<file path="src/rtl/perclk_pkg.sv">
// Shared definitions for the peripheral clock chain.
// Assumes nothing beyond the parameters of the instantiating block.
package perclk_pkg;

    // Build variant: full selector plus two dividers, or fixed parent with table divider
    typedef enum logic [0:0] {
        MODE_FULL  = 1'b0,
        MODE_TABLE = 1'b1
    } perclk_mode_e;

    // Register addresses that every instance decodes at the same place
    localparam int SEL_ADDR  = 'h00;
    localparam int GATE_ADDR = 'h14;

    // Number of cascaded divider stages
    localparam int N_STAGE = 2;

endpackage

</file>
<file path="src/rtl/perclk_regs.sv">
// Settings register file for one clock chain.
// Stores only the fields this instance owns; each field's address and bit
// position come from parameters so several instances can share one map.
// Assumes single-cycle writes and a combinational read.
module perclk_regs #(
    parameter int ADDR_W    = 5,
    parameter int DATA_W    = 32,
    parameter int SEL_W     = 2,
    parameter int DIV_W     = 3,
    parameter int A_W       = 3,
    parameter bit HAS_SEL   = 1'b1,
    parameter bit HAS_B     = 1'b1,
    parameter int SEL_POS   = 2,
    parameter int A_ADDR    = 'h04,
    parameter int A_POS     = 8,
    parameter int A_RST     = 1,
    parameter int B_ADDR    = 'h08,
    parameter int B_POS     = 4,
    parameter int GATE_POS  = 5
) (
    input  logic              clk,
    input  logic              rst_n,
    input  logic              bus_wr,
    input  logic [ADDR_W-1:0] bus_addr,
    input  logic [DATA_W-1:0] bus_wdata,
    output logic [DATA_W-1:0] bus_rdata,
    output logic [SEL_W-1:0]  cfg_sel,
    output logic [A_W-1:0]    cfg_a,
    output logic [DIV_W-1:0]  cfg_b,
    output logic              cfg_dis
);
    import perclk_pkg::*;

    localparam logic [ADDR_W-1:0] SEL_AD  = ADDR_W'(SEL_ADDR);
    localparam logic [ADDR_W-1:0] A_AD    = ADDR_W'(A_ADDR);
    localparam logic [ADDR_W-1:0] B_AD    = ADDR_W'(B_ADDR);
    localparam logic [ADDR_W-1:0] GATE_AD = ADDR_W'(GATE_ADDR);

    logic hit_sel, hit_a, hit_b, hit_gate;

    // Address decode for writes and reads
    always_comb begin
        hit_sel  = HAS_SEL && (bus_addr == SEL_AD);
        hit_a    = (bus_addr == A_AD);
        hit_b    = HAS_B && (bus_addr == B_AD);
        hit_gate = (bus_addr == GATE_AD);
    end

    generate
        if (HAS_SEL) begin : g_sel
            // Select field storage
            always_ff @(posedge clk) begin
                if (!rst_n)                cfg_sel <= '0;
                else if (bus_wr && hit_sel) cfg_sel <= bus_wdata[SEL_POS +: SEL_W];
            end
        end else begin : g_no_sel
            assign cfg_sel = '0;
        end

        if (HAS_B) begin : g_b
            // Second divider field storage
            always_ff @(posedge clk) begin
                if (!rst_n)              cfg_b <= DIV_W'(1);
                else if (bus_wr && hit_b) cfg_b <= bus_wdata[B_POS +: DIV_W];
            end
        end else begin : g_no_b
            assign cfg_b = DIV_W'(1);
        end
    endgenerate

    // First divider field storage
    always_ff @(posedge clk) begin
        if (!rst_n)              cfg_a <= A_W'(A_RST);
        else if (bus_wr && hit_a) cfg_a <= bus_wdata[A_POS +: A_W];
    end

    // Gate-disable bit storage
    always_ff @(posedge clk) begin
        if (!rst_n)                 cfg_dis <= 1'b0;
        else if (bus_wr && hit_gate) cfg_dis <= bus_wdata[GATE_POS];
    end

    // Read mux: owned fields in place, all other bits zero
    always_comb begin
        bus_rdata = '0;
        if (hit_sel)  bus_rdata[SEL_POS +: SEL_W] = cfg_sel;
        if (hit_a)    bus_rdata[A_POS +: A_W]     = cfg_a;
        if (hit_b)    bus_rdata[B_POS +: DIV_W]   = bus_rdata[B_POS +: DIV_W] | cfg_b;
        if (hit_gate) bus_rdata[GATE_POS]         = cfg_dis;
    end

    // Write-data bits outside the owned fields are intentionally dropped
    logic unused_wdata;
    assign unused_wdata = ^bus_wdata;

endmodule

</file>
<file path="src/rtl/perclk_edge.sv">
// Reference sampler and selector.
// Registers every reference each cycle and reports a level change on the
// selected one. Per-reference history means a select change never fakes an edge.
// Assumes references are synchronous to clk with phases of two cycles or more.
module perclk_edge #(
    parameter int N_REF = 4,
    parameter int SEL_W = 2
) (
    input  logic             clk,
    input  logic             rst_n,
    input  logic [N_REF-1:0] ref_clk,
    input  logic [SEL_W-1:0] sel,
    output logic             sel_edge
);
    logic [N_REF-1:0] ref_q;
    logic [N_REF-1:0] chg;

    // Sample history of all references
    always_ff @(posedge clk) begin
        if (!rst_n) ref_q <= '0;
        else        ref_q <= ref_clk;
    end

    // Level change per reference, then pick the active one
    always_comb begin
        chg      = ref_clk ^ ref_q;
        sel_edge = chg[sel];
    end

endmodule

</file>
<file path="src/rtl/perclk_stage.sv">
// One integer divider stage.
// Counts input ticks and toggles its level every RATIO ticks; reports the
// tick on which it toggles so a following stage can count it. Hold clears it.
// Assumes ratio is non-zero whenever hold is low.
module perclk_stage #(
    parameter int CNT_W = 3
) (
    input  logic             clk,
    input  logic             rst_n,
    input  logic             hold,
    input  logic             tick,
    input  logic [CNT_W-1:0] ratio,
    output logic             level,
    output logic             wrap,
    output logic             idle
);
    logic [CNT_W-1:0] cnt;
    logic [CNT_W-1:0] last;

    // Terminal count and toggle strobe
    always_comb begin
        last = ratio - CNT_W'(1);
        wrap = tick && !hold && (cnt == last);
        idle = (cnt == '0) && !level;
    end

    // Tick counter and output level
    always_ff @(posedge clk) begin
        if (!rst_n || hold) begin
            cnt   <= '0;
            level <= 1'b0;
        end else if (tick) begin
            if (cnt == last) begin
                cnt   <= '0;
                level <= ~level;
            end else begin
                cnt <= cnt + CNT_W'(1);
            end
        end
    end

endmodule

</file>
<file path="src/rtl/perclk_chain.sv">
// Peripheral clock chain: reference select, two cascaded dividers, gate.
// Programmed settings are copied into an active set only while the divider
// chain is idle with its output low; the gate follows its bit only while the
// divided clock is low. Assumes references synchronous to clk with phases of
// at least two clk cycles.
module perclk_chain
    import perclk_pkg::*;
#(
    parameter perclk_mode_e MODE     = MODE_FULL,
    parameter int           N_REF    = 4,
    parameter int           DIV_W    = 3,
    parameter int           ADDR_W   = 5,
    parameter int           DATA_W   = 32,
    parameter int           SEL_POS  = 2,
    parameter int           A_ADDR   = 'h04,
    parameter int           A_POS    = 8,
    parameter int           B_ADDR   = 'h08,
    parameter int           B_POS    = 4,
    parameter int           GATE_POS = 5
) (
    input  logic              clk,
    input  logic              rst_n,
    input  logic [N_REF-1:0]  ref_clk,
    input  logic              bus_wr,
    input  logic [ADDR_W-1:0] bus_addr,
    input  logic [DATA_W-1:0] bus_wdata,
    output logic [DATA_W-1:0] bus_rdata,
    output logic              clk_out,
    output logic              div_bad
);
    localparam bit IS_FULL = (MODE == MODE_FULL);
    localparam int SEL_W   = (N_REF > 1) ? $clog2(N_REF) : 1;
    localparam int A_W     = IS_FULL ? DIV_W : 1;
    localparam int A_RST   = IS_FULL ? 1 : 0;
    localparam logic [DIV_W-1:0] RST_R0 = IS_FULL ? DIV_W'(1) : DIV_W'(2);

    logic [SEL_W-1:0] cfg_sel;
    logic [A_W-1:0]   cfg_a;
    logic [DIV_W-1:0] cfg_b;
    logic             cfg_dis;

    logic [SEL_W-1:0] prog_sel;
    logic [DIV_W-1:0] prog_r [N_STAGE];
    logic             prog_bad;

    logic [SEL_W-1:0] act_sel;
    logic [DIV_W-1:0] act_r [N_STAGE];
    logic             act_bad;

    logic             sel_edge;
    logic [N_STAGE:0] tick;
    logic [N_STAGE-1:0] lvl, idle;
    logic             div_lvl;
    logic             all_idle;
    logic             load;
    logic             gate_on;

    perclk_regs #(
        .ADDR_W(ADDR_W), .DATA_W(DATA_W), .SEL_W(SEL_W), .DIV_W(DIV_W),
        .A_W(A_W), .HAS_SEL(IS_FULL), .HAS_B(IS_FULL), .SEL_POS(SEL_POS),
        .A_ADDR(A_ADDR), .A_POS(A_POS), .A_RST(A_RST), .B_ADDR(B_ADDR),
        .B_POS(B_POS), .GATE_POS(GATE_POS)
    ) u_regs (
        .clk(clk), .rst_n(rst_n), .bus_wr(bus_wr), .bus_addr(bus_addr),
        .bus_wdata(bus_wdata), .bus_rdata(bus_rdata), .cfg_sel(cfg_sel),
        .cfg_a(cfg_a), .cfg_b(cfg_b), .cfg_dis(cfg_dis)
    );

    generate
        if (IS_FULL) begin : g_full
            // Raw codes are ratios; zero and all-ones codes are unusable
            always_comb begin
                prog_sel  = cfg_sel;
                prog_r[0] = DIV_W'(cfg_a);
                prog_r[1] = cfg_b;
                prog_bad  = (cfg_a == '0) || (cfg_a == '1) ||
                            (cfg_b == '0) || (cfg_b == '1);
            end
        end else begin : g_table
            // Fixed parent; one-bit code looked up as divide-by-2 or by-4
            always_comb begin
                prog_sel  = '0;
                prog_r[0] = cfg_a[0] ? DIV_W'(4) : DIV_W'(2);
                prog_r[1] = DIV_W'(1);
                prog_bad  = 1'b0;
            end
            logic unused_cfg;
            assign unused_cfg = ^{cfg_sel, cfg_b};
        end
    endgenerate

    perclk_edge #(
        .N_REF(N_REF), .SEL_W(SEL_W)
    ) u_edge (
        .clk(clk), .rst_n(rst_n), .ref_clk(ref_clk), .sel(act_sel),
        .sel_edge(sel_edge)
    );

    assign tick[0] = sel_edge;

    generate
        for (genvar s = 0; s < N_STAGE; s++) begin : g_stage
            perclk_stage #(
                .CNT_W(DIV_W)
            ) u_stage (
                .clk(clk), .rst_n(rst_n), .hold(act_bad), .tick(tick[s]),
                .ratio(act_r[s]), .level(lvl[s]), .wrap(tick[s+1]),
                .idle(idle[s])
            );
        end
    endgenerate

    // Chain state summary used for deferred updates
    always_comb begin
        div_lvl  = lvl[N_STAGE-1];
        all_idle = &idle;
        load     = all_idle && !sel_edge;
    end

    // Active settings: adopted only at an idle, low, edge-free cycle
    always_ff @(posedge clk) begin
        if (!rst_n) begin
            act_sel  <= '0;
            act_r[0] <= RST_R0;
            act_r[1] <= DIV_W'(1);
            act_bad  <= 1'b0;
        end else if (load) begin
            act_sel  <= prog_sel;
            act_r[0] <= prog_r[0];
            act_r[1] <= prog_r[1];
            act_bad  <= prog_bad;
        end
    end

    // Gate enable follows the disable bit only while the divided clock is low
    always_ff @(posedge clk) begin
        if (!rst_n)        gate_on <= 1'b1;
        else if (!div_lvl) gate_on <= ~cfg_dis;
    end

    // Output drive and status
    always_comb begin
        clk_out = div_lvl & gate_on;
        div_bad = prog_bad;
    end

    logic unused_tick;
    assign unused_tick = tick[N_STAGE];

endmodule

</file>
<file path="config.mk">
export PLATFORM = sky130hd
export DESIGN_NAME = perclk_chain
export DESIGN_NICKNAME = d
export VERILOG_FILES = /design/src/rtl/perclk_pkg.sv /design/src/rtl/perclk_regs.sv /design/src/rtl/perclk_edge.sv /design/src/rtl/perclk_stage.sv /design/src/rtl/perclk_chain.sv
export SDC_FILE = /design/constraint.sdc
export NUM_CORES = 1
export LEC_CHECK = 0
export ABC_AREA = 1
export BUFFER_PORTS_ARGS = -buffer_cell sky130_fd_sc_hd__buf_2
export CORE_MARGIN = 10
export CORE_UTILIZATION = 54
export CTS_BUF_LIST = sky130_fd_sc_hd__clkbuf_8
export DETAILED_ROUTE_END_ITERATION = 7
export PLACE_DENSITY_LB_ADDON = 0.05
export SYNTH_ARGS = -nofsm -noshare
export SYNTH_HDL_FRONTEND = slang
export SYNTH_HIERARCHICAL = 1
export SYNTH_SLANG_ARGS = --single-unit
</file>
<file path="constraint.sdc">
create_clock -name clk -period 3.7 [get_ports clk]
set_input_delay 0.555 -clock clk [delete_from_list [all_inputs] [get_ports clk]]
set_output_delay 0.555 -clock clk [all_outputs]
set_load 0.1 [all_outputs]
</file>
==> report_table.html, run 1 <==
<table>
<tr><th>Metric</th><th>Value</th></tr>
<tr><th colspan="2">Run status</th></tr>
<tr><td>Status</td><td>finished, final reports clean</td></tr>
<tr><th colspan="2">Min path</th></tr>
<tr><td>Hold depth</td><td>2</td></tr>
<tr><td>Kind of path behind the tightest hold check</td><td>reg2reg</td></tr>
<tr><td>Hold path startpoint</td><td>u_regs/cfg_sel[1]</td></tr>
<tr><th colspan="2">GRT</th></tr>
<tr><td>First-pass GRT wire length</td><td>6.09 mm</td></tr>
<tr><td>Vias in the first global route</td><td>1,446</td></tr>
<tr><td>Number of antenna violations at the first check in global routing</td><td>0</td></tr>
<tr><td>Largest net degree at the start of global routing</td><td>22</td></tr>
<tr><td>Overall Global Routing Usage</td><td>11.8%</td></tr>
<tr><td>Total grt overflow</td><td>0</td></tr>
<tr><th colspan="2">Floorplanning</th></tr>
<tr><td>Placement row count</td><td>21</td></tr>
<tr><td>I/O pin count</td><td>78</td></tr>
<tr><td>Die outline width</td><td>79.9 um</td></tr>
<tr><td>Core box area</td><td>3390 um2</td></tr>
<tr><td>Initial Utilization</td><td>57.1%</td></tr>
<tr><td>Total die area</td><td>6380 um2</td></tr>
<tr><td>Die H</td><td>79.9 um</td></tr>
<tr><th colspan="2">Setup path</th></tr>
<tr><td>Worst EP required</td><td>3.14 ns</td></tr>
<tr><td>Crit path largest cell delay</td><td>0.48 ns</td></tr>
<tr><td>Worst reg2reg path endpoint</td><td>g_stage[1].u_stage/cnt[0]</td></tr>
<tr><td>Category of the worst setup path capture point</td><td>output port</td></tr>
<tr><td>Number of cells on the worst reg-to-reg path</td><td>13</td></tr>
<tr><td>Capturing element of the worst setup path</td><td>bus_rdata[5]</td></tr>
<tr><td>Critical path fanouts, max</td><td>7</td></tr>
<tr><td>Worst Path Arrival</td><td>1.74 ns</td></tr>
<tr><td>Number of gates on the worst path with buffers counted</td><td>5</td></tr>
<tr><td>Top delay family on crit path</td><td>buffers and inverters</td></tr>
<tr><td>Kind of critical path</td><td>in2out</td></tr>
<tr><td>Slowest library cell on the worst path</td><td>sky130_fd_sc_hd__buf_2</td></tr>
<tr><td>RR Startpoint</td><td>act_sel[0]</td></tr>
<tr><td>Most frequent CP cell</td><td>sky130_fd_sc_hd__buf_2</td></tr>
<tr><td>CP Buf/Inv Count</td><td>2</td></tr>
<tr><td>Startpoint of the most critical setup path</td><td>bus_addr[1]</td></tr>
<tr><td>Critical Path Start Type</td><td>input pin</td></tr>
<tr><td>Cell breakdown of the critical path</td><td>buf_2, nor2_4, nand3_1, o21ai_0, buf_2</td></tr>
<tr><td>Reg2reg setup slack</td><td>1.57 ns</td></tr>
<tr><th colspan="2">Pwr</th></tr>
<tr><td>Design Power</td><td>0.000923 W</td></tr>
<tr><td>Power density normalized to cell area</td><td>437 nW/um2</td></tr>
<tr><td>Static Leak</td><td>1.17 nW</td></tr>
<tr><td>Worst voltage drop across the vdd grid</td><td>0.000193 V</td></tr>
<tr><th colspan="2">Synth</th></tr>
<tr><td>Mean area per synthesized cell</td><td>6.92 um2</td></tr>
<tr><td>Yosys warns</td><td>6</td></tr>
<tr><td>Cell area after synthesis</td><td>1940 um2</td></tr>
<tr><td>Gate count of the mapped netlist</td><td>280</td></tr>
<tr><th colspan="2">CTS</th></tr>
<tr><td>Clock tree from TritonCTS</td><td>yes</td></tr>
<tr><td>Number of cells upsized or downsized after cts</td><td>0</td></tr>
<tr><td>Skew-Pair Late Insertion Delay</td><td>0.27 ns</td></tr>
<tr><td>Post-CTS setup repair buffer count</td><td>0</td></tr>
<tr><td>Number of hold buffers added after cts</td><td>0</td></tr>
<tr><td>Clock tree root driver cell</td><td>sky130_fd_sc_hd__clkbuf_8</td></tr>
<tr><td>Number of buffers inserted during clock tree synthesis</td><td>5</td></tr>
<tr><td>H-tree depth reported by CTS</td><td>2</td></tr>
<tr><td>Clock Path Buffers</td><td>2</td></tr>
<tr><td>Sink Count</td><td>31</td></tr>
<tr><td>CTS clk-pin slew, worst paths</td><td>0.06 ns</td></tr>
<tr><th colspan="2">STA</th></tr>
<tr><td>Hold violation total from the final report</td><td>0</td></tr>
<tr><td>Final Hold Slack</td><td>0.451 ns</td></tr>
<tr><td>Setup repair after global routing missed its margin</td><td>no</td></tr>
<tr><td>Final setup violating endpoints</td><td>0</td></tr>
<tr><td>Maximum frequency from static timing analysis</td><td>0.436 GHz</td></tr>
<tr><td>Max Slew Vio Count</td><td>0</td></tr>
<tr><td>Final cycle utilization of the critical path</td><td>62.0%</td></tr>
<tr><td>Maximum clock skew at final layout</td><td>0.00705 ns</td></tr>
<tr><td>Total negative setup slack</td><td>0 ns</td></tr>
<tr><td>Final period demand of the worst path</td><td>2.29 ns</td></tr>
<tr><th colspan="2">Route</th></tr>
<tr><td>Remaining routing DRC violations</td><td>0</td></tr>
<tr><td>Routed Antenna Nets</td><td>0</td></tr>
<tr><td>Avg WL per Cell</td><td>9.83 um</td></tr>
<tr><td>Via count</td><td>1,572</td></tr>
<tr><td>First DRT Iteration DRCs</td><td>60</td></tr>
<tr><td>Post-DR vias/cell</td><td>4.35</td></tr>
<tr><td>Final Routed Wirelength</td><td>3.55 mm</td></tr>
<tr><td>TritonRoute pass-1 iters</td><td>4</td></tr>
<tr><th colspan="2">Finish</th></tr>
<tr><td>Share of layout cells above drive strength 1</td><td>17.5%</td></tr>
<tr><td>Count of filler cells inserted in the layout</td><td>356</td></tr>
<tr><td>Diode insertion count for antenna repair</td><td>0</td></tr>
<tr><td>Final #Nets</td><td>364</td></tr>
<tr><td>Layout-stage area growth over the synthesis result</td><td>9.17%</td></tr>
<tr><td>Cell Count, Final, Fillers Out</td><td>361</td></tr>
<tr><th colspan="2">Flow run</th></tr>
<tr><td>Number of max-cap violations</td><td>0</td></tr>
<tr><th colspan="2">Placed design</th></tr>
<tr><td>Count of input and output buffers</td><td>29</td></tr>
<tr><td>Final weighted congestion in routability-driven placement</td><td>0.734</td></tr>
<tr><td>Total instance count after detailed placement</td><td>353</td></tr>
<tr><td>Final HPWL DP</td><td>2.93 mm</td></tr>
</table>
[sequential cells by signal (all words and copies together) (netlist names)]
name	cells
act_bad	1
act_r	6
act_sel	2
g_stage.u_stage/cnt	6
g_stage.u_stage/level	2
gate_on	1
u_edge/ref_q	4
u_regs/cfg_a	3
u_regs/cfg_b	3
u_regs/cfg_dis	1
u_regs/cfg_sel	2
[per-stage QoR]
step                      setup WS [ns]  utilization, %  area, um2
after global routing               1.29            62.4       2110
after CTS                          1.40            62.4       2110
after global placement             1.28            60.0       2030
after detailed placement           1.26            60.0       2030
after floorplan                   0.160               -       2020
final                              1.41            62.4       2110
[worst min-delay path by stage]
stage,end
after floorplan,act_sel[0]
after global placement,act_sel[1]
after detailed placement,act_sel[1]
after CTS,act_sel[1]
after global routing,act_sel[1]
final,act_sel[1]
[per-layer routing]
metal  wire length [um]  vias to the layer above  global-route usage, %
met1               1640                      663                   14.1
met2               1600                       39                   18.4
met5                  0                        -                      0
met4                 29                        0                   5.28
met3                274                        4                   4.17
li1                   -                      866                      -
[worst register-to-register path: stages, from the launching register on]
cell,delay (ns)
sky130_fd_sc_hd__dfxtp_1,0.38
sky130_fd_sc_hd__inv_1,0.07
sky130_fd_sc_hd__nand3_1,0.09
sky130_fd_sc_hd__nand3_1,0.07
sky130_fd_sc_hd__nand2_1,0.22
sky130_fd_sc_hd__o21ai_1,0.16
sky130_fd_sc_hd__nor2_4,0.16
sky130_fd_sc_hd__nand2_2,0.07
sky130_fd_sc_hd__nor2_1,0.29
sky130_fd_sc_hd__o21ai_1,0.17
sky130_fd_sc_hd__nor2_4,0.17
sky130_fd_sc_hd__nand2_2,0.06
sky130_fd_sc_hd__nand2_2,0.08
sky130_fd_sc_hd__nor2_1,0.05
[cell usage in the layout, fill, tap and decap left out]
master                     instances
sky130_fd_sc_hd__nand4_2           2
sky130_fd_sc_hd__a21oi_1           1
sky130_fd_sc_hd__inv_2             2
sky130_fd_sc_hd__nand2_4           1
sky130_fd_sc_hd__nand2_1          68
sky130_fd_sc_hd__nand4_1           1
sky130_fd_sc_hd__inv_1            50
sky130_fd_sc_hd__nand3_1          21
sky130_fd_sc_hd__clkbuf_8          5
sky130_fd_sc_hd__edfxtp_1          6
sky130_fd_sc_hd__xor2_1            2
sky130_fd_sc_hd__clkinv_1          2
sky130_fd_sc_hd__clkinv_2          1
sky130_fd_sc_hd__o211ai_1          1
sky130_fd_sc_hd__mux2i_1           2
sky130_fd_sc_hd__a21oi_2           2
sky130_fd_sc_hd__nand3_2           3
sky130_fd_sc_hd__dfxtp_1          25
sky130_fd_sc_hd__o21ai_0           3
sky130_fd_sc_hd__nor2_4            3
sky130_fd_sc_hd__o21ai_1           2
sky130_fd_sc_hd__nand2_2           6
sky130_fd_sc_hd__nor2_1           43
sky130_fd_sc_hd__ha_1              6
sky130_fd_sc_hd__buf_2            29
sky130_fd_sc_hd__nor2_2            1
sky130_fd_sc_hd__conb_1           24
sky130_fd_sc_hd__nand3b_1          1
sky130_fd_sc_hd__xnor2_1           2
[layout make-up]
class / instances / area (um2) / area share (%)
clock inverter: 3 / 11.3 / 0.533
multi-input combinational: 195 / 955 / 45.1
sequential: 31 / 681 / 32.2
clock buffer: 5 / 68.8 / 3.25
tap: 46 / 57.6 / 2.72
timing repair buffer: 29 / 145 / 6.86
inverter: 52 / 196 / 9.29
[power breakdown]
part | total, W | internal [W] | switching [W]
sequential | 0.000391 | 0.000371 | 0.0000203
combinational | 0.000290 | 0.0000631 | 0.000227
clock | 0.000242 | 0.000125 | 0.000117
total | 0.000923 | 0.000559 | 0.000364
Note: power is estimated with default switching activity, not from simulation.
==> run 2: changes to the inputs <==
Settings changed: CORE_UTILIZATION 54 to 45.
Clock period 3.7 ns to 1.95 ns, I/O delays scaled along.
==> run 2 against run 1 <==
Compared with the run above:
- core utilization is 8.5 points lower
- via count grew 0.83%
- global-route usage decreased by 1.5 points
- die area rose by 15%
- combinational power up 95%
- clock power up 93%
- clock skew shrank 0.00083 ns
- first-iteration DRC count fell by 53%
- register-to-register slack got worse by 1.4 ns
- setup slack got worse by 1.2 ns
- critical path type is now reg2reg
- largest power group unchanged
==> report_table.html, run 2 (synthesized netlist as in run 1, its figures left out) <==
<table>
<tr><th>Metric</th><th>Value</th></tr>
<tr><th colspan="2">Run status</th></tr>
<tr><td>Status</td><td>finished, final reports clean</td></tr>
<tr><th colspan="2">Setup path</th></tr>
<tr><td>Reg2reg setup slack</td><td>0.16 ns</td></tr>
<tr><td>Worst reg2reg path endpoint</td><td>g_stage[1].u_stage/cnt[1]</td></tr>
<tr><td>Slowest library cell on the worst path</td><td>sky130_fd_sc_hd__edfxtp_1</td></tr>
<tr><td>CP Buf/Inv Count</td><td>1</td></tr>
<tr><td>Top delay family on crit path</td><td>simple AND/OR/NAND/NOR gates</td></tr>
<tr><td>Capturing element of the worst setup path</td><td>g_stage[1].u_stage/cnt[1]</td></tr>
<tr><td>Critical Path Start Type</td><td>flop</td></tr>
<tr><td>Number of gates on the worst path with buffers counted</td><td>12</td></tr>
<tr><td>Kind of critical path</td><td>reg2reg</td></tr>
<tr><td>Crit path largest cell delay</td><td>0.38 ns</td></tr>
<tr><td>Category of the worst setup path capture point</td><td>flop</td></tr>
<tr><td>Critical path fanouts, max</td><td>3</td></tr>
<tr><td>Worst Path Arrival</td><td>1.95 ns</td></tr>
<tr><td>Number of cells on the worst reg-to-reg path</td><td>12</td></tr>
<tr><td>RR Startpoint</td><td>act_r[0][0]</td></tr>
<tr><td>Startpoint of the most critical setup path</td><td>act_r[0][0]</td></tr>
<tr><td>Most frequent CP cell</td><td>sky130_fd_sc_hd__nand2_2</td></tr>
<tr><td>Worst EP required</td><td>2.12 ns</td></tr>
<tr><td>Cell breakdown of the critical path</td><td>inv_1, ha_1, nand2_1, nand3_2, nor2_4, nand2_2, nor2_1, o21ai_1, nor2_4, nand2_2, nand2_2, nor2_1</td></tr>
<tr><th colspan="2">GRT</th></tr>
<tr><td>First-pass GRT wire length</td><td>6.31 mm</td></tr>
<tr><td>Vias in the first global route</td><td>1,489</td></tr>
<tr><td>Total grt overflow</td><td>0</td></tr>
<tr><td>Number of antenna violations at the first check in global routing</td><td>0</td></tr>
<tr><td>Largest net degree at the start of global routing</td><td>17</td></tr>
<tr><td>Overall Global Routing Usage</td><td>10.3%</td></tr>
<tr><th colspan="2">Floorplanning</th></tr>
<tr><td>Core box area</td><td>4090 um2</td></tr>
<tr><td>Initial Utilization</td><td>47.4%</td></tr>
<tr><td>Placement row count</td><td>23</td></tr>
<tr><td>Die H</td><td>85.6 um</td></tr>
<tr><td>Die outline width</td><td>85.6 um</td></tr>
<tr><td>I/O pin count</td><td>78</td></tr>
<tr><td>Total die area</td><td>7330 um2</td></tr>
<tr><th colspan="2">Placed design</th></tr>
<tr><td>Total instance count after detailed placement</td><td>360</td></tr>
<tr><td>Final weighted congestion in routability-driven placement</td><td>0.779</td></tr>
<tr><td>Placed instance area</td><td>2120 um2</td></tr>
<tr><td>Final HPWL DP</td><td>3.08 mm</td></tr>
<tr><td>Count of input and output buffers</td><td>29</td></tr>
<tr><th colspan="2">Finish</th></tr>
<tr><td>Largest registers</td><td>act_r: 6 flops, g_stage.u_stage/cnt: 6 flops, u_edge/ref_q: 4 flops</td></tr>
<tr><td>Share of layout cells above drive strength 1</td><td>20.1%</td></tr>
<tr><td>Layout-stage area growth over the synthesis result</td><td>13.6%</td></tr>
<tr><td>Cell Count, Final, Fillers Out</td><td>368</td></tr>
<tr><td>Final #Nets</td><td>367</td></tr>
<tr><td>Area of all placed cells without fillers</td><td>2200 um2</td></tr>
<tr><td>Most common library cell in the layout ignoring fill and taps</td><td>sky130_fd_sc_hd__nand2_1</td></tr>
<tr><td>Most used cells in the layout excluding fill and tap cells</td><td>67 x sky130_fd_sc_hd__nand2_1, 51 x sky130_fd_sc_hd__inv_1, 41 x sky130_fd_sc_hd__nor2_1</td></tr>
<tr><td>Count of filler cells inserted in the layout</td><td>426</td></tr>
<tr><td>Diode insertion count for antenna repair</td><td>0</td></tr>
<tr><th colspan="2">Pwr</th></tr>
<tr><td>Power density normalized to cell area</td><td>806 nW/um2</td></tr>
<tr><td>Worst voltage drop across the vdd grid</td><td>0.000430 V</td></tr>
<tr><td>Static Leak</td><td>1.20 nW</td></tr>
<tr><th colspan="2">CTS</th></tr>
<tr><td>Number of buffers inserted during clock tree synthesis</td><td>5</td></tr>
<tr><td>H-tree depth reported by CTS</td><td>2</td></tr>
<tr><td>Clock tree root driver cell</td><td>sky130_fd_sc_hd__clkbuf_8</td></tr>
<tr><td>Skew-Pair Late Insertion Delay</td><td>0.28 ns</td></tr>
<tr><td>Clock tree from TritonCTS</td><td>yes</td></tr>
<tr><td>Clock Path Buffers</td><td>2</td></tr>
<tr><td>Sink Count</td><td>31</td></tr>
<tr><td>Number of hold buffers added after cts</td><td>0</td></tr>
<tr><td>CTS clk-pin slew, worst paths</td><td>0.06 ns</td></tr>
<tr><th colspan="2">Route</th></tr>
<tr><td>Met2 wire length</td><td>1.62 mm</td></tr>
<tr><td>Remaining routing DRC violations</td><td>0</td></tr>
<tr><td>Post-Route M1 WL</td><td>1.75 mm</td></tr>
<tr><td>Highest metal layer used by the detailed router</td><td>met4</td></tr>
<tr><td>WL met3</td><td>311 um</td></tr>
<tr><td>Final Routed Wirelength</td><td>3.74 mm</td></tr>
<tr><td>Post-DR vias/cell</td><td>4.31</td></tr>
<tr><td>Avg WL per Cell</td><td>10.2 um</td></tr>
<tr><td>First DRT Iteration DRCs</td><td>28</td></tr>
<tr><td>Routed Antenna Nets</td><td>0</td></tr>
<tr><td>TritonRoute pass-1 iters</td><td>4</td></tr>
<tr><td>Via count</td><td>1,585</td></tr>
<tr><th colspan="2">STA</th></tr>
<tr><td>Final period demand of the worst path</td><td>1.79 ns</td></tr>
<tr><td>Maximum frequency from static timing analysis</td><td>0.560 GHz</td></tr>
<tr><td>Maximum clock skew at final layout</td><td>0.00621 ns</td></tr>
<tr><td>Setup repair after global routing missed its margin</td><td>no</td></tr>
<tr><td>Hold violation total from the final report</td><td>0</td></tr>
<tr><td>Final cycle utilization of the critical path</td><td>91.6%</td></tr>
<tr><td>Max Slew Vio Count</td><td>0</td></tr>
<tr><td>Final setup violating endpoints</td><td>0</td></tr>
<tr><th colspan="2">Min path</th></tr>
<tr><td>Kind of path behind the tightest hold check</td><td>in2reg</td></tr>
<tr><td>Hold depth</td><td>3</td></tr>
<tr><th colspan="2">Flow run</th></tr>
<tr><td>Number of max-cap violations</td><td>0</td></tr>
</table>
-- run 2: cell count changes in the layout (fill, tap and decap cells not counted), sizes merged --
cell | previous run | this run
clkinv | 3 | 2
inv | 52 | 53
buf | 29 | 32
-- run 2: how the worst min path moves through the flow --
stage                            from         endpoint  slack, ns
floorplan                  ref_clk[0]  u_edge/ref_q[0]       0.39
global placement    u_regs/cfg_sel[1]       act_sel[1]       0.44
detailed placement  u_regs/cfg_sel[1]       act_sel[1]       0.45
CTS                      bus_wdata[8]  u_regs/cfg_a[0]       0.21
global route             bus_wdata[4]  u_regs/cfg_b[0]       0.21
finish                   bus_wdata[8]  u_regs/cfg_a[0]       0.21
-- run 2: power by group --
group / leakage [nW] / internal, W / switching [W]
Clock: 0.0505 / 0.000239 / 0.000228
Combinational: 0.888 / 0.000130 / 0.000435
Sequential: 0.261 / 0.000703 / 0.0000390
Total: 1.20 / 0.00107 / 0.000702
-- run 2: per-stage QoR --
step | hold WS (ns) | TNS (ns) | total power, W | setup slack [ns] | utilization, %
floorplan | 0.386 | -1.10 | 0.00126 | -0.232 | -
global placement | 0.440 | 0 | 0.00132 | 0.191 | 51.8
detailed placement | 0.446 | 0 | 0.00132 | 0.158 | 51.8
CTS | 0.209 | 0 | 0.00180 | 0.160 | 53.8
global route | 0.211 | 0 | 0.00188 | 0.00621 | 53.9
finish | 0.213 | 0 | 0.00177 | 0.165 | 53.9
-- run 2: area by class of cell --
type / instances / area [um2] / area share [%]
Clock buffer: 5 / 68.8 / 3.13
Clock inverter: 3 / 12.5 / 0.569
Inverter: 52 / 196 / 8.93
Multi-Input combinational cell: 195 / 966 / 43.9
Sequential cell: 31 / 682 / 31.0
Tap cell: 50 / 62.6 / 2.84
Timing Repair Buffer: 32 / 213 / 9.66
-- run 2: worst register-to-register path, cell delays in order (launching register included) --
cell                       delay, ns
sky130_fd_sc_hd__edfxtp_1       0.38
sky130_fd_sc_hd__inv_1          0.10
sky130_fd_sc_hd__ha_1           0.24
sky130_fd_sc_hd__nand2_1        0.09
sky130_fd_sc_hd__nand3_2        0.09
sky130_fd_sc_hd__nor2_4         0.12
sky130_fd_sc_hd__nand2_2        0.07
sky130_fd_sc_hd__nor2_1         0.13
sky130_fd_sc_hd__o21ai_1        0.12
sky130_fd_sc_hd__nor2_4         0.15
sky130_fd_sc_hd__nand2_2        0.06
sky130_fd_sc_hd__nand2_2        0.08
sky130_fd_sc_hd__nor2_1         0.04
-- run 2: metal layers --
metal | track usage, % | up-vias
li1 | - | 871
met1 | 12.0 | 664
met2 | 15.3 | 45
met3 | 5.87 | 5
met4 | 3.59 | 0
met5 | 0 | -
-- run 2: repair_timing --
item / 4_1_cts / 5_1_grt
endpoints found under the setup margin: 0 / 4
gates resized for setup: 0 / 2
buffers inserted: 0 / 0
==> run 3: changes to the inputs <==
Settings changed: CORE_ASPECT_RATIO set to 1.25, CORE_UTILIZATION 45 to 44, CTS_BUF_LIST sky130_fd_sc_hd__clkbuf_8 to not set.
==> run 3 against run 2 <==
Compared with the run above:
- first-iteration DRC count grew to 2.6 times the previous value
- clock power increased by 18%
- core utilization increased by 0.38 points
- largest power group unchanged
- critical path depth unchanged
- global-route usage increased by 0.49 points
- wire length up 1.1%
- clock skew down 0.0027 ns
- register-to-register slack is essentially flat
==> report_table.html, run 3 (synthesized netlist as in run 1, its figures left out) <==
<table>
<tr><th>Metric</th><th>Value</th></tr>
<tr><th colspan="2">Floorplanning</th></tr>
<tr><td>Total die area</td><td>7470 um2</td></tr>
<tr><td>Core box area</td><td>4160 um2</td></tr>
<tr><td>I/O pin count</td><td>78</td></tr>
<tr><td>Initial Utilization</td><td>46.5%</td></tr>
<tr><td>Die H</td><td>94.2 um</td></tr>
<tr><td>Die outline width</td><td>79.3 um</td></tr>
<tr><td>Placement row count</td><td>26</td></tr>
<tr><th colspan="2">Pwr</th></tr>
<tr><td>Power density normalized to cell area</td><td>824 nW/um2</td></tr>
<tr><td>Static Leak</td><td>1.20 nW</td></tr>
<tr><td>Worst voltage drop across the vdd grid</td><td>0.000359 V</td></tr>
<tr><td>Design Power</td><td>0.00186 W</td></tr>
<tr><th colspan="2">GRT</th></tr>
<tr><td>Global-route layer with the greatest usage</td><td>met2</td></tr>
<tr><td>Overall Global Routing Usage</td><td>10.8%</td></tr>
<tr><td>Largest net degree at the start of global routing</td><td>17</td></tr>
<tr><td>Met3 GRT Util</td><td>4.89%</td></tr>
<tr><td>Total grt overflow</td><td>0</td></tr>
<tr><td>First-pass GRT wire length</td><td>6.60 mm</td></tr>
<tr><td>Global Route met1 Usage</td><td>11.0%</td></tr>
<tr><td>Met2 global-route usage</td><td>18.8%</td></tr>
<tr><td>Vias in the first global route</td><td>1,608</td></tr>
<tr><td>Number of antenna violations at the first check in global routing</td><td>0</td></tr>
<tr><th colspan="2">Finish</th></tr>
<tr><td>Largest registers</td><td>act_r: 6 flops, g_stage.u_stage/cnt: 6 flops, u_edge/ref_q: 4 flops</td></tr>
<tr><td>Final #Nets</td><td>367</td></tr>
<tr><td>Area of all placed cells without fillers</td><td>2260 um2</td></tr>
<tr><td>Area used by multi-input combinational logic</td><td>968 um2</td></tr>
<tr><td>Most common library cell in the layout ignoring fill and taps</td><td>sky130_fd_sc_hd__nand2_1</td></tr>
<tr><td>Share of layout cells above drive strength 1</td><td>20.4%</td></tr>
<tr><td>Layout-stage area growth over the synthesis result</td><td>16.6%</td></tr>
<tr><td>Most used cells in the layout excluding fill and tap cells</td><td>68 x sky130_fd_sc_hd__nand2_1, 49 x sky130_fd_sc_hd__inv_1, 40 x sky130_fd_sc_hd__nor2_1</td></tr>
<tr><td>Count of filler cells inserted in the layout</td><td>474</td></tr>
<tr><td>Diode insertion count for antenna repair</td><td>0</td></tr>
<tr><td>Reg area</td><td>681 um2</td></tr>
<tr><th colspan="2">Min path</th></tr>
<tr><td>Kind of path behind the tightest hold check</td><td>in2reg</td></tr>
<tr><td>Hold path startpoint</td><td>ref_clk[0]</td></tr>
<tr><td>Hold depth</td><td>3</td></tr>
<tr><td>Worst Hold Endpoint</td><td>u_edge/ref_q[0]</td></tr>
<tr><th colspan="2">CTS</th></tr>
<tr><td>Skew-Pair Late Insertion Delay</td><td>0.28 ns</td></tr>
<tr><td>H-tree depth reported by CTS</td><td>2</td></tr>
<tr><td>Clock tree from TritonCTS</td><td>yes</td></tr>
<tr><td>Sink Count</td><td>31</td></tr>
<tr><td>Clock Path Buffers</td><td>2</td></tr>
<tr><td>Post-CTS setup repair buffer count</td><td>0</td></tr>
<tr><td>Clock tree root driver cell</td><td>sky130_fd_sc_hd__clkbuf_8</td></tr>
<tr><td>Number of buffers inserted during clock tree synthesis</td><td>5</td></tr>
<tr><td>CTS clk-pin slew, worst paths</td><td>0.06 ns</td></tr>
<tr><th colspan="2">Setup path</th></tr>
<tr><td>Number of cells on the worst reg-to-reg path</td><td>12</td></tr>
<tr><td>Slowest library cell on the worst path</td><td>sky130_fd_sc_hd__edfxtp_1</td></tr>
<tr><td>Cell breakdown of the critical path</td><td>inv_1, ha_2, nand2_1, nand3_2, nor2_4, nand2_2, nor2_2, o21ai_1, nor2_4, nand2_2, nand2_2, nor2_1</td></tr>
<tr><td>Critical path fanouts, max</td><td>3</td></tr>
<tr><td>Kind of critical path</td><td>reg2reg</td></tr>
<tr><td>Number of gates on the worst path with buffers counted</td><td>12</td></tr>
<tr><td>Worst reg2reg path endpoint</td><td>g_stage[1].u_stage/cnt[0]</td></tr>
<tr><td>Worst Path Arrival</td><td>1.97 ns</td></tr>
<tr><td>RR Startpoint</td><td>act_r[0][0]</td></tr>
<tr><td>Reg2reg setup slack</td><td>0.16 ns</td></tr>
<tr><td>Critical Path Start Type</td><td>flop</td></tr>
<tr><td>Most frequent CP cell</td><td>sky130_fd_sc_hd__nand2_2</td></tr>
<tr><td>Crit path largest cell delay</td><td>0.39 ns</td></tr>
<tr><td>CP Buf/Inv Count</td><td>1</td></tr>
<tr><td>Category of the worst setup path capture point</td><td>flop</td></tr>
<tr><td>Worst EP required</td><td>2.12 ns</td></tr>
<tr><td>Top delay family on crit path</td><td>simple AND/OR/NAND/NOR gates</td></tr>
<tr><th colspan="2">STA</th></tr>
<tr><td>Total negative setup slack</td><td>0 ns</td></tr>
<tr><td>Setup repair after global routing missed its margin</td><td>no</td></tr>
<tr><td>Final period demand of the worst path</td><td>1.79 ns</td></tr>
<tr><td>Max Slew Vio Count</td><td>0</td></tr>
<tr><td>Hold violation total from the final report</td><td>0</td></tr>
<tr><td>Maximum frequency from static timing analysis</td><td>0.557 GHz</td></tr>
<tr><td>Maximum clock skew at final layout</td><td>0.00356 ns</td></tr>
<tr><td>Final setup violating endpoints</td><td>0</td></tr>
<tr><td>Final cycle utilization of the critical path</td><td>92.0%</td></tr>
<tr><th colspan="2">Route</th></tr>
<tr><td>First DRT Iteration DRCs</td><td>72</td></tr>
<tr><td>Routed Antenna Nets</td><td>0</td></tr>
<tr><td>Avg WL per Cell</td><td>10.1 um</td></tr>
<tr><td>TritonRoute pass-1 iters</td><td>4</td></tr>
<tr><td>Remaining routing DRC violations</td><td>0</td></tr>
<tr><td>Final Routed Wirelength</td><td>3.78 mm</td></tr>
<tr><td>Post-DR vias/cell</td><td>4.24</td></tr>
<tr><td>Via count</td><td>1,587</td></tr>
<tr><th colspan="2">Placed design</th></tr>
<tr><td>Final weighted congestion in routability-driven placement</td><td>0.727</td></tr>
<tr><td>Placed instance area</td><td>2150 um2</td></tr>
<tr><td>Final HPWL DP</td><td>3.14 mm</td></tr>
<tr><td>Count of input and output buffers</td><td>29</td></tr>
<tr><th colspan="2">Flow run</th></tr>
<tr><td>Number of max-cap violations</td><td>0</td></tr>
<tr><th colspan="2">Run status</th></tr>
<tr><td>Status</td><td>finished, final reports clean</td></tr>
</table>
run 3: changes by cell type in the layout (fill, tap and decap cells not counted):
cell | previous run | this run
sky130_fd_sc_hd__nand2_2 | 7 | 6
sky130_fd_sc_hd__ha_2 | 0 | 1
sky130_fd_sc_hd__clkbuf_8 | 5 | 7
sky130_fd_sc_hd__nor2_1 | 41 | 40
sky130_fd_sc_hd__dfxtp_1 | 24 | 25
sky130_fd_sc_hd__nand2_1 | 67 | 68
sky130_fd_sc_hd__nor2_2 | 3 | 4
sky130_fd_sc_hd__clkinv_2 | 2 | 1
sky130_fd_sc_hd__inv_1 | 51 | 49
sky130_fd_sc_hd__clkbuf_1 | 0 | 1
sky130_fd_sc_hd__ha_1 | 6 | 5
sky130_fd_sc_hd__buf_12 | 3 | 5
sky130_fd_sc_hd__dfxtp_2 | 1 | 0
sky130_fd_sc_hd__buf_2 | 26 | 24
run 3: worst reg2reg max path: cells and delay by family, from the launching register on:
kind            cells  cell delay (ns)
fa+ha+maj           1             0.28
simple gates        9             0.79
compound gates      1             0.11
flops               1             0.39
buf+inv             1             0.10
run 3: cell type report:
class	count	area share [%]
clock buffers	8	4.43
inverters	52	8.70
multi-input cells	195	42.9
flip-flops and latches	31	30.1
well taps	56	3.10
repair buffers	32	10.7
run 3: what timing repair did:
action	in CTS	in global routing
endpoints found under the setup margin	0	3
hold buffers	0	0
gates resized for setup	0	2
run 3: through the flow:
step | util [%] | instances | setup WS [ns] | hold WS [ns]
2_1_floorplan | - | 303 | -0.232 | 0.386
4_1_cts | 54.1 | 374 | 0.152 | 0.211
3_3_place_gp | 51.7 | 366 | 0.185 | 0.445
5_1_grt | 54.2 | 374 | 0.0139 | 0.224
6_report | 54.2 | 374 | 0.156 | 0.218
3_5_place_dp | 51.7 | 366 | 0.174 | 0.457
run 3: per-layer routing:
layer	up-vias	part of all wire, %
met3	6	7.7
met2	41	48
met1	671	43
met4	0	1.6
li1	869	-
met5	-	0
run 3: how the worst max path moves through the flow:
stage / startpoint / to / slack (ns)
after floorplan: bus_addr[1] / bus_rdata[4] / -0.23
after global placement: ref_clk[1] / g_stage[1].u_stage/cnt[1] / 0.18
after detailed placement: act_r[0][0] / g_stage[1].u_stage/cnt[0] / 0.17
after CTS: act_r[0][0] / g_stage[1].u_stage/cnt[0] / 0.15
after global routing: act_r[0][0] / g_stage[1].u_stage/cnt[0] / 0.01
final: act_r[0][0] / g_stage[1].u_stage/cnt[0] / 0.16
run 3: power breakdown:
part / internal (W) / switching, W / total [W]
registers: 0.000703 / 0.0000382 / 0.000741
clock network: 0.000322 / 0.000231 / 0.000552
logic: 0.000131 / 0.000436 / 0.000567
